===== config.mk =====
export PLATFORM = sky130hd
export DESIGN_NAME = sram_ctrl
export DESIGN_NICKNAME = d
export VERILOG_FILES = /design/src/rtl/sram_ctrl.sv
export SDC_FILE = /design/constraint.sdc
export NUM_CORES = 1
export LEC_CHECK = 0
export BUFFER_PORTS_ARGS = -buffer_cell sky130_fd_sc_hd__buf_2
export CORE_MARGIN = 2
export CORE_UTILIZATION = 51
export CTS_BUF_LIST = sky130_fd_sc_hd__clkbuf_8 sky130_fd_sc_hd__clkbuf_16
export DETAILED_ROUTE_END_ITERATION = 6
export PLACE_DENSITY = 0.82
export REMOVE_ABC_BUFFERS = 1
export SLEW_MARGIN = 10
export SYNTH_ARGS = -nofsm -noshare
export SYNTH_HDL_FRONTEND = slang
export SYNTH_SLANG_ARGS = --single-unit

===== constraint.sdc =====
create_clock -name clk -period 2.7 [get_ports clk]
set_input_delay 0.405 -clock clk [delete_from_list [all_inputs] [get_ports clk]]
set_output_delay 0.405 -clock clk [all_outputs]
set_load 0.005 [all_outputs]

===== src/rtl/sram_ctrl.sv =====
`timescale 1ns/1ps
module sram_ctrl #(
  parameter int ADDR_W         = 19,
  parameter int DATA_W         = 8,
  parameter int CLK_NS         = 4,
  parameter int ADDR_SU_NS     = 0,
  parameter int WE_PULSE_NS    = 15,
  parameter int DATA_SU_NS     = 12,
  parameter int DATA_HOLD_NS   = 2,
  parameter int ADDR_HOLD_NS   = 3,
  parameter int OE_ACCESS_NS   = 13,
  parameter int ADDR_ACCESS_NS = 20,
  parameter int CYCLE_NS       = 20,
  parameter int RELEASE_NS     = 10
) (
  input  logic              clk,
  input  logic              rst_n,
  input  logic              req_valid,
  output logic              req_ready,
  input  logic              req_write,
  input  logic [ADDR_W-1:0] req_addr,
  input  logic [DATA_W-1:0] req_wdata,
  output logic [DATA_W-1:0] rdata,
  output logic              rdata_valid,
  output logic [ADDR_W-1:0] mem_addr,
  output logic              mem_cs_n,
  output logic              mem_we_n,
  output logic              mem_oe_n,
  output logic [DATA_W-1:0] mem_dq_out,
  output logic              mem_dq_oe,
  input  logic [DATA_W-1:0] mem_dq_in
);

  function automatic int cyc(input int ns);
    return (ns <= 0) ? 1 : (ns + CLK_NS - 1) / CLK_NS;
  endfunction

  function automatic int max2(input int a, input int b);
    return (a > b) ? a : b;
  endfunction

  localparam int ASU_C  = cyc(ADDR_SU_NS);
  localparam int WSTB_C = max2(cyc(WE_PULSE_NS), cyc(DATA_SU_NS));
  localparam int RSTB_C = max2(cyc(OE_ACCESS_NS), cyc(ADDR_ACCESS_NS) - ASU_C);
  localparam int CYC_C  = cyc(CYCLE_NS);
  localparam int WHLD_C = max2(max2(cyc(DATA_HOLD_NS), cyc(ADDR_HOLD_NS)),
                               CYC_C - ASU_C - WSTB_C);
  localparam int RHLD_C = max2(1, CYC_C - ASU_C - RSTB_C);
  localparam int RTRN_C = cyc(RELEASE_NS);
  localparam int WTRN_C = 1;
  localparam int MAX_C  = max2(max2(max2(ASU_C, WSTB_C), max2(RSTB_C, WHLD_C)),
                               max2(RHLD_C, RTRN_C));
  localparam int CNT_W  = $clog2(MAX_C + 1);

  typedef enum logic [2:0] {S_IDLE, S_ASU, S_STB, S_HLD, S_TRN} st_t;

  st_t              st_q, st_d;
  logic [CNT_W-1:0] cnt_q, cnt_d;
  logic             wr_q;
  logic [ADDR_W-1:0] addr_q;
  logic [DATA_W-1:0] wdata_q;
  logic             accept, last, wr_nx, act_nx;

  assign req_ready  = (st_q == S_IDLE);
  assign accept     = req_ready && req_valid;
  assign last       = (cnt_q == '0);
  assign wr_nx      = req_ready ? req_write : wr_q;
  assign act_nx     = (st_d == S_ASU) || (st_d == S_STB) || (st_d == S_HLD);
  assign mem_addr   = addr_q;
  assign mem_dq_out = wdata_q;

  always_comb begin
    st_d  = st_q;
    cnt_d = last ? cnt_q : cnt_q - 1'b1;
    unique case (st_q)
      S_IDLE: if (req_valid) begin
        st_d  = S_ASU;
        cnt_d = CNT_W'(ASU_C - 1);
      end
      S_ASU: if (last) begin
        st_d  = S_STB;
        cnt_d = wr_q ? CNT_W'(WSTB_C - 1) : CNT_W'(RSTB_C - 1);
      end
      S_STB: if (last) begin
        st_d  = S_HLD;
        cnt_d = wr_q ? CNT_W'(WHLD_C - 1) : CNT_W'(RHLD_C - 1);
      end
      S_HLD: if (last) begin
        st_d  = S_TRN;
        cnt_d = wr_q ? CNT_W'(WTRN_C - 1) : CNT_W'(RTRN_C - 1);
      end
      S_TRN: if (last) st_d = S_IDLE;
      default: st_d = S_IDLE;
    endcase
  end

  always_ff @(posedge clk or negedge rst_n) begin
    if (!rst_n) begin
      st_q        <= S_IDLE;
      cnt_q       <= '0;
      wr_q        <= 1'b0;
      addr_q      <= '0;
      wdata_q     <= '0;
      mem_cs_n    <= 1'b1;
      mem_we_n    <= 1'b1;
      mem_oe_n    <= 1'b1;
      mem_dq_oe   <= 1'b0;
      rdata       <= '0;
      rdata_valid <= 1'b0;
    end else begin
      st_q      <= st_d;
      cnt_q     <= cnt_d;
      mem_cs_n  <= !act_nx;
      mem_we_n  <= !((st_d == S_STB) && wr_nx);
      mem_oe_n  <= !((st_d == S_STB) && !wr_nx);
      mem_dq_oe <= act_nx && wr_nx;
      if (accept) begin
        wr_q    <= req_write;
        addr_q  <= req_addr;
        wdata_q <= req_wdata;
      end
      rdata_valid <= 1'b0;
      if (st_q == S_STB && last && !wr_q) begin
        rdata       <= mem_dq_in;
        rdata_valid <= 1'b1;
      end
    end
  end

  p_ready_idle_r2: assert property (@(posedge clk) disable iff (!rst_n)
    req_ready |-> mem_cs_n);
  p_we_in_cs_r3: assert property (@(posedge clk) disable iff (!rst_n)
    !mem_we_n |-> (!mem_cs_n && mem_oe_n));
  p_addr_stable_r4: assert property (@(posedge clk) disable iff (!rst_n)
    (!mem_cs_n && !$past(mem_cs_n)) |-> $stable(mem_addr));
  p_we_rise_hold_r4: assert property (@(posedge clk) disable iff (!rst_n)
    $rose(mem_we_n) |-> !mem_cs_n);
  p_data_stable_r5: assert property (@(posedge clk) disable iff (!rst_n)
    (mem_dq_oe && $past(mem_dq_oe)) |-> $stable(mem_dq_out));
  p_oe_we_excl_r6: assert property (@(posedge clk) disable iff (!rst_n)
    !mem_oe_n |-> mem_we_n);
  p_valid_pulse_r7: assert property (@(posedge clk) disable iff (!rst_n)
    rdata_valid |=> !rdata_valid);
  p_no_drive_read_r8: assert property (@(posedge clk) disable iff (!rst_n)
    (!mem_oe_n || $rose(mem_oe_n)) |-> !mem_dq_oe);

endmodule


==> run_results.csv, run 1 <==
group,metric,value,unit
drt,detail_route.wl_per_cell,13.5,um
final_layout,seq_area,1180,sq um
power,powerDensity,1160,nW/um^2
clocking,clockRootBuffer,"clkbuf_8",
final_layout,area_growth,26.3,%
timing,fin_crit_sh,69.9,%
clocking,clockBufferDepth,2,
die,ioPinCount,80,
clocking,postCtsHoldBufs,0,
final_layout,multiInputGateArea,699,sq um
final_layout,fillers,286,
place,place.gp.congestion,0.837,
final_layout,final_common_cell,"buf_2",
global_route,grt_max_degree,48,
die,die_w,65.8,um
clocking,h-tree-depth,2,
synth,synth_top_area_cell,"dfrtp_1",
global_route,grt_antenna_before_repair,0,
power,power.switching,904,uW
timing,rsz0062_at_grt,"false",
power,switching_share,31.5,%
global_route,grt_overflow,0,
critical_path,cp_slowest_cell,"dfrtp_1",
critical_path,crit_path_start_kind,"register",
timing,maxSlewViolCount,0,
power,p_seq_share,45.0,%
clocking,cts_setup_buffers,0,
timing,hold_viol,0,
timing,tightest_slew,0.979,ns
critical_path,slowest_delay,0.38,ns
synth,synth_top_cell_area_share,56.5,%
clocking,cts_tree,"built",
critical_path,arrival,2.07,ns
synth,synthTopCellsByArea,"dfrtp_1, mux2_2, dfstp_2",
power,power.leakage,0.00120,uW
clocking,clock_sinks,47,
clocking,cts_made_buffers,5,
critical_path,reg2reg_from,"cnt_q[0]$_DFF_PN0_",
final_layout,final_nets,256,
die,start_util,53.2,%
global_route,grt_pass1_vias,1202,
die,die_area,4330,sq um
critical_path,cp.required,2.88,ns
power,vdd_ir_drop_max,0.000620,V
synth,synthCells,134,
power,p_comb_share,37.2,%
timing,fin_worst_skew,0.00911,ns
synth,synth_warnings,0,
clocking,insertion_delay,0.30,ns
job,drv_cap,0,
drt,dr.pass1.iters,2,
final_layout,postLayoutCoreUtil,67.3,%
drt,met3_length,259,um
drt,drt_iter0_markers,58,
die,coreArea,3660,sq um
critical_path,setup.worst_path.end_class,"register",
drt,dr_wl_met2,1.77,mm
synth,ys_types,29,
timing,finalSetupViolations,0,
run_status,run_status,"complete, no violations",
critical_path,crit_chain,"inv_1 > ha_1 > nor2b_2 > nand4b_2 > mux2_2",
critical_path,cp_num_buf_inv,1,
critical_path,crit_family,"simple AND/OR/NAND/NOR gates",
global_route,grt_usage,17.8,%
drt,dr.max_layer_used,"met4",
timing,maxSlewHeadroom,34.7,%
critical_path,reg2reg_depth,5,
synth,synth-seq-cells,47,
drt,drt_wl_total,3.53,mm
final_layout,drive_above_1_share,60.7,%
die,die_height,65.8,um
critical_path,critPathKind,"reg -> reg",
power,power,2870,uW
global_route,grt_pass1_wl,5.71,mm
drt,drc,0,
timing,max_freq,0.530,GHz
place,portBuffers,79,
drt,viasPerCell,4.91,
drt,drt-met1-wl,1.48,mm
clocking,clkTransAtPathRegs,0.08,ns
timing,post-route-min-period,1.89,ns
synth,synth_area,1950,sq um
min_path,hp-class,"in -> async",
synth,ys_seq_area_share,60.5,%
final_layout,layout_common_cells,"buf_2, dfrtp_1, mux2_2",
power,internal_power,1960,uW
critical_path,r2r_end,"rdata[1]$_DFFE_PN0P_",
die,fp-row-count,22,
final_layout,diodes,0,
timing,finalSetupTns,0,ns
drt,ant_nets,0,
critical_path,reg2reg_setup_slack,0.81,ns
drt,vias,1286,
clocking,cts_resized,0,
power,clock_power_share,17.8,%
synth,avgSynthCellArea,14.5,sq um
place,dp_hpwl,2.58,mm
critical_path,crit_fanout,10,
## logic make-up after synthesis
| logic type | count (synthesis) | share of synthesized area (%) |
|---|---|---|
| fa+ha+maj | 4 | 2.57 |
| compound gates | 9 | 3.34 |
| buf+inv | 11 | 3.59 |
| flops | 47 | 60.5 |
| simple gates | 24 | 7.70 |
| mux | 38 | 21.8 |
| xor+xnor | 1 | 0.449 |
## per-stage QoR
stage | setup WS (ns) | area [sq um] | std cells | hold slack, ns
after floorplan | 1.04 | 1890 | 127 | 0.109
after global placement | 0.896 | 2350 | 254 | 0.484
after detailed placement | 0.809 | 2350 | 254 | 0.489
after CTS | 0.805 | 2460 | 262 | 0.306
after global routing | 0.635 | 2460 | 262 | 0.315
final | 0.813 | 2460 | 262 | 0.261
## layer usage
metal,global-route usage (%),up-vias
met1,22.6,616
met2,28.3,47
met3,6.64,2
met4,5.47,0
li1,-,621
met5,0,-
## cell type report
| class | count | share of cell area (%) |
|---|---|---|
| tap | 48 | 2.44 |
| inverter | 4 | 0.610 |
| clock buffer | 5 | 2.79 |
| sequential | 47 | 47.9 |
| clock inverter | 3 | 1.78 |
| multi-input combinational | 76 | 28.4 |
| timing repair buffer | 79 | 16.1 |
## Yosys cell counts
library cell	count
a311o_1	1
a211oi_1	3
clkbuf_1	1
mux2_2	36
nor3_1	1
nand2b_1	1
nor2b_1	3
nor3_4	1
nor3b_1	1
dfrtp_1	44
nor2b_2	1
buf_4	1
a221oi_1	1
and2_1	1
and2_4	1
buf_6	3
mux2i_1	2
nand3_1	1
nor2_1	7
inv_1	4
dfstp_2	3
nand2_1	3
ha_1	4
nand4b_2	1
a21oi_1	1
buf_2	2
nand3b_1	2
o22ai_1	3
xor2_1	1
## power groups by stage
stage          combinational [uW]  sequential [uW]  clock [uW]
2_1_floorplan                 605             1310           0
3_3_place_gp                 1060             1290           0
3_5_place_dp                 1090             1310           0
4_1_cts                      1090             1290         520
5_1_grt                      1190             1340         555
6_report                     1070             1290         511
## registers in the layout, indices dropped and copies added (netlist names)
| signal | flops |
|---|---|
| rdata | 8 |
| mem_addr | 19 |
| mem_dq_out | 8 |
| wr_q | 1 |
| mem_oe_n | 1 |
| mem_cs_n | 1 |
| mem_we_n | 1 |
| cnt_q | 3 |
| st_q | 3 |
| mem_dq_oe | 1 |
| rdata_valid | 1 |
## worst max-delay path by stage
stage | start | to | slack (ns) | cells after the start
3_3_place_gp | cnt_q[0]$_DFF_PN0_ | rdata[2]$_DFFE_PN0P_ | 0.90 | 5
3_5_place_dp | cnt_q[0]$_DFF_PN0_ | rdata[7]$_DFFE_PN0P_ | 0.81 | 5
6_report | cnt_q[0]$_DFF_PN0_ | rdata[1]$_DFFE_PN0P_ | 0.81 | 5
5_1_grt | cnt_q[1]$_DFF_PN0_ | cnt_q[0]$_DFF_PN0_ | 0.64 | 8
2_1_floorplan | cnt_q[0]$_DFF_PN0_ | rdata[0]$_DFFE_PN0P_ | 1.04 | 5
4_1_cts | cnt_q[0]$_DFF_PN0_ | rdata[7]$_DFFE_PN0P_ | 0.80 | 5
Power figures use the tool's default switching activity.
==> run 2: changes to the inputs <==
--- a/config.mk
+++ b/config.mk
@@ -5,12 +5,13 @@
 export SDC_FILE = /design/constraint.sdc
 export NUM_CORES = 1
 export LEC_CHECK = 0
+export ABC_AREA = 1
 export BUFFER_PORTS_ARGS = -buffer_cell sky130_fd_sc_hd__buf_2
 export CORE_MARGIN = 2
-export CORE_UTILIZATION = 51
+export CORE_UTILIZATION = 43
 export CTS_BUF_LIST = sky130_fd_sc_hd__clkbuf_8 sky130_fd_sc_hd__clkbuf_16
 export DETAILED_ROUTE_END_ITERATION = 6
-export PLACE_DENSITY = 0.82
+export PLACE_DENSITY = 0.73
 export REMOVE_ABC_BUFFERS = 1
 export SLEW_MARGIN = 10
 export SYNTH_ARGS = -nofsm -noshare
==> constraint.sdc (replaced) <==
create_clock -name clk -period 1.7 [get_ports clk]
set_input_delay 0.255 -clock clk [delete_from_list [all_inputs] [get_ports clk]]
set_output_delay 0.255 -clock clk [all_outputs]
set_load 0.005 [all_outputs]
==> run_results.csv, run 2 <==
group,metric,value,unit
synth,synth_top_cell_area_share,54.9,%
synth,synthTopCellsByCount,"nand2_1, dfrtp_1, nand3_1, inv_1",
global_route,grt_pass1_vias,1624,
timing,finalSetupViolations,0,
synth,synth_top_family_by_area,"simple AND/OR/NAND/NOR gates",
critical_path,crit_family,"flip-flops",
timing,post-route-min-period,1.55,ns
timing,fin_crit_sh,91.5,%
timing,tightest_slew,0.427,ns
critical_path,slowest_delay,0.43,ns
die,die_w,72.3,um
place,place_inst,351,
global_route,grt_antenna_before_repair,0,
die,coreArea,4410,sq um
synth,async_flop_share,100,%
clocking,clkTransAtPathRegs,0.09,ns
drt,dr.pass1.iters,4,
clocking,clockRootBuffer,"clkbuf_8",
global_route,grt_pass1_wl,7.04,mm
power,powerDensity,1900,nW/um^2
synth,synth_warnings,0,
synth,synthFlopType,"dfrtp_1",
critical_path,critPathKind,"reg -> out",
final_layout,diodes,0,
timing,finalSetupTns,0,ns
drt,drc,0,
final_layout,drive_above_1_share,35.4,%
global_route,grt_usage,17.7,%
synth,synthTopCellsByArea,"dfrtp_1, nand2_1, nand3_1",
job,drv_cap,0,
run_status,run_status,"complete, no violations",
final_layout,layout_common_cells,"nand2_1, buf_2, dfrtp_1",
power,power.leakage,0.00153,uW
timing,hold_viol,0,
final_layout,final_common_cell,"nand2_1",
synth,avgSynthCellArea,8.99,sq um
critical_path,crit_path_start_kind,"register",
drt,drt_wl_total,4.43,mm
synth,muxShareOfSynthArea,0,%
power,vdd_ir_drop_max,0.00106,V
clocking,insertion_delay,0.30,ns
clocking,cts_made_buffers,5,
synth,synth-seq-cells,47,
synth,synth-simple-area-share,30.0,%
drt,viasPerCell,4.78,
final_layout,final_nets,350,
min_path,hp-class,"in -> reg",
final_layout,design_area,2600,sq um
synth,synth_area,2010,sq um
die,start_util,45.4,%
clocking,clockBufferDepth,2,
die,die_height,72.3,um
die,die_area,5230,sq um
final_layout,area_growth,29.4,%
timing,maxSlewHeadroom,71.6,%
critical_path,cp_num_buf_inv,2,
drt,vias,1722,
synth,synth_xor_area_share,0.437,%
final_layout,fillers,371,
synth,synth_most_common_cell,"nand2_1",
die,fp-row-count,24,
clocking,h-tree-depth,2,
place,dp_hpwl,3.35,mm
synth,synth_top_area_cell,"dfrtp_1",
place,place.gp.congestion,0.836,
global_route,grt_max_degree,31,
drt,ant_nets,0,
place,portBuffers,79,
synth,synth_edf_count,0,
clocking,cts_tree,"built",
critical_path,setup.worst_path.end_class,"output port",
synth,synthCells,223,
synth,synthAdderAreaFrac,2.50,%
timing,maxSlewViolCount,0,
global_route,grt_overflow,0,
final_layout,instances_no_fill,360,
timing,fin_worst_skew,0.00641,ns
die,ioPinCount,80,
critical_path,crit_fanout,9,
critical_path,cp_slowest_cell,"dfrtp_1",
clocking,clock_sinks,47,
drt,drt_iter0_markers,82,
power,power,4940,uW
drt,detail_route.wl_per_cell,12.3,um
critical_path,crit_chain,"nor2_1 > nand2_2 > inv_2 > buf_2",
critical_path,arrival,1.30,ns
critical_path,cp.required,1.44,ns
place,place_area,2460,sq um
synth,synth_compound_area_share,2.25,%
synth,ys_seq_area_share,58.8,%
timing,rsz0062_at_grt,"false",
timing,max_freq,0.643,GHz
clocking,cts_setup_buffers,0,
final_layout,largest_reg_flops,19,
synth,ys_types,23,
[run 2: final cells by class]
| cell class | count | area, sq um | area share (%) |
|---|---|---|---|
| multi-input combinational | 151 | 706 | 27.2 |
| tap | 52 | 65.1 | 2.51 |
| timing repair buffer | 86 | 463 | 17.8 |
| sequential | 47 | 1180 | 45.4 |
| inverter | 16 | 61.3 | 2.36 |
| clock buffer | 6 | 82.6 | 3.18 |
| clock inverter | 2 | 38.8 | 1.49 |
[run 2: metrics by stage]
| stage | utilization (%) | hold WS (ns) | setup WS (ns) |
|---|---|---|---|
| after floorplan | - | -0.0406 | 0.0774 |
| after global placement | 55.8 | 0.215 | 0.268 |
| after detailed placement | 55.8 | 0.220 | 0.242 |
| after CTS | 58.8 | 0.135 | 0.143 |
| after global routing | 58.8 | 0.138 | 0.0713 |
| final | 58.8 | 0.145 | 0.145 |
[run 2: cell families (layout without fill, tap and decap cells)]
group,count (synthesis),count (layout)
adders and majority gates,4,4
buffers and inverters,25,110
AOI/OAI and AO/OA,8,8
DFF,47,47
and+or+nand+nor,138,138
xor gates and xnor gates,1,1
[run 2: per-layer routing]
layer  GRT usage, %  vias to the layer above  wire length [um]
met5              0                        -                 0
met4           6.29                        0                68
met3           5.28                        7               343
met2           29.9                       69              2170
met1           21.5                      779              1850
li1               -                      867                 -
[run 2: worst paths after layout]
kind                                      startpoint                         to  slack, ns  cells after the start
setup reg to reg                  cnt_q[0]$_DFF_PN0_       rdata[3]$_DFFE_PN0P_       0.24                      8
setup / recovery                   st_q[1]$_DFF_PN0_                  req_ready       0.15                      4
min in group asynchronous                      rst_n         cnt_q[2]$_DFF_PN0_       0.41                      2
hold reg to reg            mem_dq_out[1]$_DFFE_PN0P_  mem_dq_out[1]$_DFFE_PN0P_       0.48                      2
max in group asynchronous                      rst_n   mem_addr[18]$_DFFE_PN0P_       0.78                      3
hold / removal                          mem_dq_in[0]       rdata[0]$_DFFE_PN0P_       0.14                      3
[run 2: what timing repair did]
item,4_1_cts,5_1_grt
gates resized for setup,0,0
endpoints found under the hold margin,14,0
hold buffers,1,0
[run 2: worst reg2reg max path, delay by kind of cell, from the launching register on]
kind	cells	cell delay, ns
and+or+nand+nor	4	0.41
DFF	1	0.38
buffers and inverters	3	0.38
adders and majority gates	1	0.22
[run 2: power by group]
part,switching (uW),internal (uW)
registers,299,1670
clock network,378,484
logic,1220,891
total,1890,3040
